## src/rtl/tristate_wdog.sv

```systemverilog
module tristate_wdog #(
  parameter int TIMEOUT_MS = 1600,
  localparam int CNT_W = $clog2(TIMEOUT_MS + 1)
) (
  input  logic clk,
  input  logic rst_n,
  input  logic tick_1ms,
  input  logic wd_level,
  input  logic wd_float,
  output logic wdo_n,
  output logic rst_req
);

  localparam logic [CNT_W-1:0] LAST = CNT_W'(TIMEOUT_MS - 1);

  logic             lvl_q;
  logic             expired;
  logic [CNT_W-1:0] cnt;
  logic             flip;
  logic             hit;

  assign flip  = wd_level ^ lvl_q;
  assign hit   = tick_1ms && !expired && (cnt == LAST);
  assign wdo_n = ~expired;

  always_ff @(posedge clk or negedge rst_n) begin
    if (!rst_n) begin
      lvl_q   <= 1'b0;
      expired <= 1'b0;
      cnt     <= '0;
      rst_req <= 1'b0;
    end else begin
      lvl_q   <= wd_level;
      rst_req <= 1'b0;
      if (wd_float || flip) begin
        cnt     <= '0;
        expired <= 1'b0;
      end else if (hit) begin
        cnt     <= '0;
        expired <= 1'b1;
        rst_req <= 1'b1;
      end else if (tick_1ms && !expired) begin
        cnt <= cnt + CNT_W'(1);
      end
    end
  end

endmodule

```

## config.mk

```make
export PLATFORM = sky130hd
export DESIGN_NAME = tristate_wdog
export DESIGN_NICKNAME = d
export VERILOG_FILES = /design/src/rtl/tristate_wdog.sv
export SDC_FILE = /design/constraint.sdc
export NUM_CORES = 1
export LEC_CHECK = 0
export ABC_CLOCK_PERIOD_IN_PS = 1800
export CAP_MARGIN = 20
export CELL_PAD_IN_SITES_DETAIL_PLACEMENT = 0
export CELL_PAD_IN_SITES_GLOBAL_PLACEMENT = 1
export CORE_MARGIN = 8
export CORE_UTILIZATION = 25
export CTS_BUF_LIST = sky130_fd_sc_hd__clkbuf_16
export CTS_CLUSTER_DIAMETER = 50
export CTS_CLUSTER_SIZE = 24
export DETAILED_ROUTE_END_ITERATION = 7
export HOLD_SLACK_MARGIN = 0.05
export PLACE_DENSITY_LB_ADDON = 0.1
export REMOVE_ABC_BUFFERS = 1
export SLEW_MARGIN = 20
export SYNTH_ARGS = -nofsm -noshare
export SYNTH_HDL_FRONTEND = slang
export SYNTH_SLANG_ARGS = --single-unit
export TNS_END_PERCENT = 100
```

## constraint.sdc

```tcl
create_clock -name clk -period 1.8 [get_ports clk]
set_clock_uncertainty 0.1 [all_clocks]
set_input_delay 0.36 -clock clk [delete_from_list [all_inputs] [get_ports clk]]
set_output_delay 0.36 -clock clk [all_outputs]
set_load 0.005 [all_outputs]
```

# Word-level counts from Yosys, hierarchy flattened

Cells that the tools add are included.

$add $sub $neg: 1
Equal/unequal tests: 1
Multiplexer cells: 7
Bitwise gates (word level): 2
Reduce and logical (&&, ||, !) cells: 6

Operators by type and width:

| kind                                           | number |
|---|---|
| 2-to-1 mux 11 bit                              | 3 |
| adder 11 x 1 -> 11 bit (second input constant) | 1 |
| equality test 11 bit (second input constant)   | 1 |
| 2-to-1 mux 1 bit                               | 4 |
| nonzero test 3 bit                             | 1 |
| logical AND 1 bit                              | 2 |
| nonzero test 2 bit                             | 1 |
| logical NOT 1 bit                              | 1 |
| logical OR 1 bit                               | 1 |
| NOT 1 bit                                      | 1 |
| XOR 1 bit                                      | 1 |

Bits in registers: 14
Input bits: 5
Output and inout port bits: 2
Word-level logic and storage cells: 21

# Longest topological paths before layout

Gate-level depths: netlist (run 1).

Word-level depth: 5
Gate-level depth with buffers: 5
Gate-level depth less buffers: 4

# Worst setup path before layout (run 1)

Ideal clock, no wire load.

Path type: register -> register
From: register cnt[0]
To: register cnt[10]
Library setup time: 0.087 ns
Arrival time: 1.401 ns
Data required time: 1.613 ns
Path slack: 0.212 ns
Stages on the path, launching flop included: 5
Path buffers: 0
Period minus slack after synthesis: 1.588 ns
Cell sequence: dfrtp_1 -> ha_1 -> nand3_2 -> or4_1 -> a211oi_2

Cells in the longest elaborated chain, start to end: 4
Elaborated cells between the ends (all ways): 7
Those cells by class: add/sub (1); eq/ne (1); mux (3); reduce/logical (2)

Ends and longest elaborated chain:

| element                                                        | RTL line | RTL |
|---|---|---|
| start: declaration                                             | 18       | `logic [CNT_W-1:0] cnt;` |
| start signal: assignment                                       | 43       | `cnt <= cnt + CNT_W'(1);` |
| adder 11 x 1 -> 11 bit or equality test 11 bit (tied branches) | 43, 23   |  |
| 2-to-1 mux 11 bit or logical AND 1 bit (tied branches)         | 42, 23   |  |
| 2-to-1 mux 11 bit                                              | 38       | `end else if (hit) begin` |
| 2-to-1 mux 11 bit                                              | 35       | `if (wd_float \|\| flip) begin` |

Parallel ways exist; a longest one is shown, timed or not. The select of a mux whose other input is x is not followed.
A chain may end at the register's enable or synchronous reset.

# Worst setup path after layout (run 1)

From: register cnt[1]
To: register cnt[8]

Same word-level chain as after synthesis.

==> results of run 1 <==
-- critical path, delay by kind of cell, from the launching register on --
family | cells | cell delay, ns
compound gates | 1 | 0.24
fa+ha+maj | 1 | 0.25
flops | 1 | 0.38
simple gates | 2 | 0.64
-- Yosys cell counts --
cell       instances
dfrtp_1           14
or3_1              4
nand2b_1           2
inv_1              2
mux2i_1            1
nand3b_1           2
nand3_1            2
xnor2_1            2
or4_1              4
nor4_2             1
nand4_1            2
nand4bb_1          1
o21ba_2            1
buf_6              1
nor2b_1            2
a211oi_2           3
o31ai_1            4
clkbuf_1           1
o21ai_0            4
nor3_1             3
xor2_1             1
a211oi_1           4
ha_1               1
nand4b_4           1
buf_4              1
nand3_2            1
a21oi_1            1
nand2_1            2
-- cell type report --
| type | instances | area [um^2] |
|---|---|---|
| fill | 303 | 1960 |
| multi-input combinational | 49 | 405 |
| sequential | 14 | 350 |
| timing repair buffer | 16 | 140 |
| clock buffer | 3 | 75.1 |
| tap | 33 | 41.3 |
| inverter | 2 | 7.51 |
-- metrics by stage --
stage / instances / worst slack [ns] / power (W) / setup TNS (ns) / area [um^2]
CTS: 116 / 0.0239 / 0.000802 / 0 / 981
finish: 117 / 0.0941 / 0.000790 / 0 / 1020
detailed placement: 113 / -0.230 / 0.000373 / -2.60 / 906
floorplan: 65 / -0.0115 / 0.000342 / -0.0203 / 737
global placement: 113 / -0.217 / 0.000373 / -2.54 / 906
global route: 117 / 0.00531 / 0.000823 / 0 / 1020
-- cells by family after synthesis --
group | after synthesis
and+or+nand+nor | 27
AOI/OAI and AO/OA | 17
muxes | 1
adders and majority gates | 1
buffers and inverters | 5
xor gates and xnor gates | 3
DFF | 14
-- how the worst max path moves through the flow --
| stage | endpoint | slack, ns | cells after the start |
|---|---|---|---|
| floorplan | rst_req | -0.01 | 4 |
| global placement | cnt[5] | -0.22 | 5 |
| detailed placement | cnt[7] | -0.23 | 5 |
| CTS | wdo_n | 0.02 | 3 |
| global route | cnt[8] | 0.005 | 4 |
| finish | cnt[8] | 0.09 | 4 |
-- flip-flops by register name (all words and copies together), names as in the netlist --
signal   flops
cnt         11
rst_req      1
expired      1
lvl_q        1
-- power by group --
part | leakage, nW | switching, W | total [W] | internal [W]
Combinational | 0.188 | 0.0000244 | 0.0000460 | 0.0000217
Clock | 0.0370 | 0.000132 | 0.000423 | 0.000291
Sequential | 0.193 | 0.00000186 | 0.000320 | 0.000319
-- routing by layer --
| metal | vias up | global-route usage [%] | part of all wire [%] |
|---|---|---|---|
| met5 | - | 0 | 0 |
| met3 | 2 | 3.25 | 2.7 |
| met2 | 7 | 12.5 | 48 |
| met4 | 0 | 2.08 | 0.88 |
| met1 | 287 | 8.86 | 48 |
| li1 | 298 | - | - |
-- repair_timing --
item	CTS	global route
endpoints found under the setup margin	0	9
gates resized for setup	0	6
buffers inserted	0	1
==> results.py, run 1 <==
metrics = {
    "clock_network": {
        "cts-root-buf": "clkbuf_16",
        "htreeDepth": 1,
        "clock_path_buffers": 2,
        "cts_buffers": 3,
        "cts_tree": "built",
        "ctsHoldBuffers": 0,
        "insertion_delay_ns": 0.24,
        "clk_pin_slew_worst_paths_ns": 0.05,
        "cts_sinks": 14,
    },
    "sta": {
        "max_freq_mhz": 586,
        "whs_ns": 0.329,
        "tightest_slew_ns": 0.266,
        "setup_violations": 0,
        "period_share_pct": 94.8,
        "hold_viol_final": 0,
        "slew_headroom_pct": 82.1,
        "period_needed_ns": 1.71,
        "drv_slew": 0,
        "rsz0062_at_grt": "false",
    },
    "placed_design": {
        "hpwl_um": 1210,
        "io_buffers": 6,
        "place_congestion": 0.661,
    },
    "layout": {
        "nNetsFinal": 92,
        "mostFrequentLayoutCell": "dfrtp_1",
        "area_growth_syn_to_layout_pct": 34.3,
        "most-common-layout-cells": "14 x dfrtp_1, 10 x buf_4, 5 x a211oi_2",
        "diodes": 0,
        "fin_util_pct": 34.2,
        "drive_gt1_share_pct": 26.2,
    },
    "setup_path": {
        "regToRegStartpoint": "cnt[1]",
        "critPathMaxStageDelay_ns": 0.51,
        "critPathArrivalTime_ns": 1.76,
        "crit_type": "flip-flop to flip-flop",
        "path_max_fanout": 7,
        "cp.required_ns": 1.85,
        "reg2regPathDepth": 4,
        "crit_slowest_cell": "or4_1",
        "startpoint": "cnt[1]",
        "path_cells": "ha_1 -> nand3_4 -> or4_1 -> a211oi_2",
        "r2r_end": "cnt[8]",
        "start_kind": "flip-flop",
        "regToRegSetupSlack_ns": 0.09,
        "end_kind": "flip-flop",
    },
    "floorplanning": {
        "die_h_um": 71.1,
        "io_pins": 7,
        "core_mm2": 0.00298,
        "die_w_um": 71.1,
        "row_count": 20,
        "dieArea_mm2": 0.00506,
        "start_util_pct": 25.5,
    },
    "routing": {
        "drtAntennaViolNets": 0,
        "vias": 594,
        "wl_um": 1710,
        "firstDrtPassIters": 4,
        "wire_per_inst_um": 14.6,
        "drc": 0,
        "drt-vias-per-instance": 5.08,
        "drtIter0Drc": 12,
    },
    "power_and_ir_drop": {
        "leakagePower_nw": 0.418,
        "p_per_area_mw_per_mm2": 775,
        "ir_worst_vdd_mv": 0.414,
    },
    "synthesis": {
        "yosys.area_share.simple_pct": 26.0,
        "syn-instance-count": 68,
        "synthAdderAreaFrac_pct": 1.65,
        "yosys.area.top_type": "dfrtp_1",
        "yosys-top-cells-area": "dfrtp_1 46%, a211oi_2 4.9%, a211oi_1 4.0%",
        "synth_top_family_by_area": "simple AND/OR/NAND/NOR gates",
        "synth_xor_area_share_pct": 3.46,
        "synth_compound_gate_area_share_pct": 17.5,
        "syn_avg_cell_area_um2": 11.2,
        "synthesis.area_um2": 759,
        "synth_cell_types": 28,
        "yosysWarningCount": 0,
        "ys_seq_elements": 14,
        "synthMuxAreaShare_pct": 1.32,
        "ys_seq_area_share_pct": 46.1,
        "synth_top_area_share_pct": 46.1,
    },
    "global_routing": {
        "grt_pass1_wl_um": 2980,
        "first_global_vias": 614,
        "grt_overflow": 0,
        "grt_max_degree": 15,
        "grt_usage_pct": 7.63,
        "antenna_found_initial": 0,
    },
    "hold_path": {
        "hp-class": "primary input to async pin",
    },
    "run": {
        "cap_violations": 0,
    },
    "status": {
        "status": "complete, no violations",
    },
}
No activity file was read; power rests on OpenSTA's default activity.
==> run 2: changes to the inputs <==
Settings changed: CORE_ASPECT_RATIO from default to 0.7, TNS_END_PERCENT 100 to 5.
==> run 2 against run 1 <==
Largest cell class unchanged. Critical path depth decreased by 1. Largest power group unchanged. Wire length is 0.65% higher. Worst hold slack got worse by 0.0031 ns.
==> results.py, run 2 (synthesis results as in run 1) <==
metrics = {
    "layout": {
        "drive_gt1_share_pct": 26.4,
        "fillerInstances": 282,
        "area_growth_syn_to_layout_pct": 38.2,
        "top_register": "cnt",
        "largest_reg_flops": 11,
        "fin_util_pct": 36.9,
        "nNetsFinal": 94,
        "final_cell_area_mm2": 0.00105,
        "mostFrequentLayoutCell": "dfrtp_1",
        "most-common-layout-cells": "14 x dfrtp_1, 8 x buf_4, 5 x clkdlybuf4s50_1",
        "final_cell_count_no_fill": 123,
        "diodes": 0,
    },
    "sta": {
        "period_share_pct": 97.7,
        "rsz0062_at_grt": "false",
        "slew_headroom_pct": 80.3,
        "tightest_slew_ns": 0.293,
        "hold_viol_final": 0,
        "period_needed_ns": 1.76,
        "drv_slew": 0,
        "whs_ns": 0.326,
        "setup_violations": 0,
        "max_freq_mhz": 569,
    },
    "global_routing": {
        "gr-usage-met2_pct": 10.7,
        "grt_overflow": 0,
        "use_met1_pct": 9.20,
        "met3_usage_pct": 3.30,
        "busiest_layer": "met2",
        "first_global_vias": 591,
        "grt_max_degree": 15,
        "grt_usage_pct": 7.17,
        "antenna_found_initial": 0,
        "grt_pass1_wl_um": 2930,
    },
    "routing": {
        "drtIter0Drc": 24,
        "wl_um": 1720,
        "drt-vias-per-instance": 4.89,
        "wire_per_inst_um": 14.0,
        "drtAntennaViolNets": 0,
        "firstDrtPassIters": 4,
        "vias": 601,
        "drc": 0,
    },
    "floorplanning": {
        "core_mm2": 0.00284,
        "die_h_um": 62.1,
        "row_count": 16,
        "die_w_um": 81.9,
        "start_util_pct": 26.7,
        "dieArea_mm2": 0.00509,
        "io_pins": 7,
    },
    "run": {
        "cap_violations": 0,
    },
    "clock_network": {
        "ctsHoldBuffers": 0,
        "insertion_delay_ns": 0.24,
        "cts_sinks": 14,
        "clk_pin_slew_worst_paths_ns": 0.05,
        "clock_path_buffers": 2,
        "htreeDepth": 1,
        "cts_tree": "built",
        "cts_buffers": 3,
        "cts-root-buf": "clkbuf_16",
    },
    "status": {
        "status": "complete, no violations",
    },
    "setup_path": {
        "crit_type": "flip-flop to output port",
        "path_max_fanout": 6,
        "critPathArrivalTime_ns": 1.30,
        "end_kind": "output port",
        "cp.required_ns": 1.34,
        "start_kind": "flip-flop",
    },
    "hold_path": {
        "hp-class": "primary input to async pin",
    },
    "power_and_ir_drop": {
        "leakagePower_nw": 0.438,
        "ir_worst_vdd_mv": 0.482,
        "p_per_area_mw_per_mm2": 753,
    },
    "placed_design": {
        "place_inst": 116,
        "place_congestion": 0.713,
        "hpwl_um": 1220,
        "io_buffers": 6,
        "place_area_um2": 922,
    },
}
[run 2: what timing repair did]
| item | in CTS | in global routing |
|---|---|---|
| cloned | 0 | 1 |
| setup endpoints to repair | 2 | 13 |
| buffers inserted | 2 | 0 |
| pin swaps | 0 | 2 |
| resized for setup | 0 | 10 |
[run 2: worst max-delay path, stage by stage (launching register included)]
cell and delay (ns):
dfrtp_1 0.37, buf_4 0.15, inv_1 0.05, clkdlybuf4s50_1 0.49
[run 2: final cells by class]
class                      count  area, um^2  area share (%)
multi-input combinational     49         392            37.3
sequential                    14         350            33.4
timing repair buffer          18         176            16.8
clock buffer                   3        75.1            7.15
tap                           36        45.0            4.29
inverter                       2        7.51           0.715
clock inverter                 1        3.75           0.358
[run 2: path summary, 6_finish.rpt]
| path | from | end | slack [ns] | cells past startpoint |
|---|---|---|---|---|
| min in group clk | cnt[10] | cnt[10] | 0.48 | 2 |
| hold reg to reg | cnt[10] | cnt[10] | 0.48 | 2 |
| max in group asynchronous | rst_n | cnt[9] | 1.10 | 2 |
| setup / recovery | expired | wdo_n | 0.04 | 3 |
| hold / removal | rst_n | expired | 0.33 | 2 |
| setup reg to reg | cnt[0] | cnt[8] | 0.10 | 4 |
[run 2: metal layers]
metal	part of all wire (%)	vias up
li1	-	302
met1	51	293
met2	45	4
met3	3.5	2
met4	0.64	0
met5	0	-
[run 2: report_power, final]
group	internal (W)	switching [W]	total (W)
clock	0.000293	0.000125	0.000418
sequential	0.000319	0.00000167	0.000320
combinational	0.0000266	0.0000250	0.0000516
total	0.000639	0.000151	0.000790
[run 2: metrics by stage]
step	power, W	setup WS [ns]	setup TNS, ns
after floorplan	0.000342	-0.0115	-0.0203
after detailed placement	0.000379	-0.263	-2.04
final	0.000790	0.0415	0
after CTS	0.000805	0.000961	0
after global routing	0.000821	0.00662	0
after global placement	0.000378	-0.244	-1.93
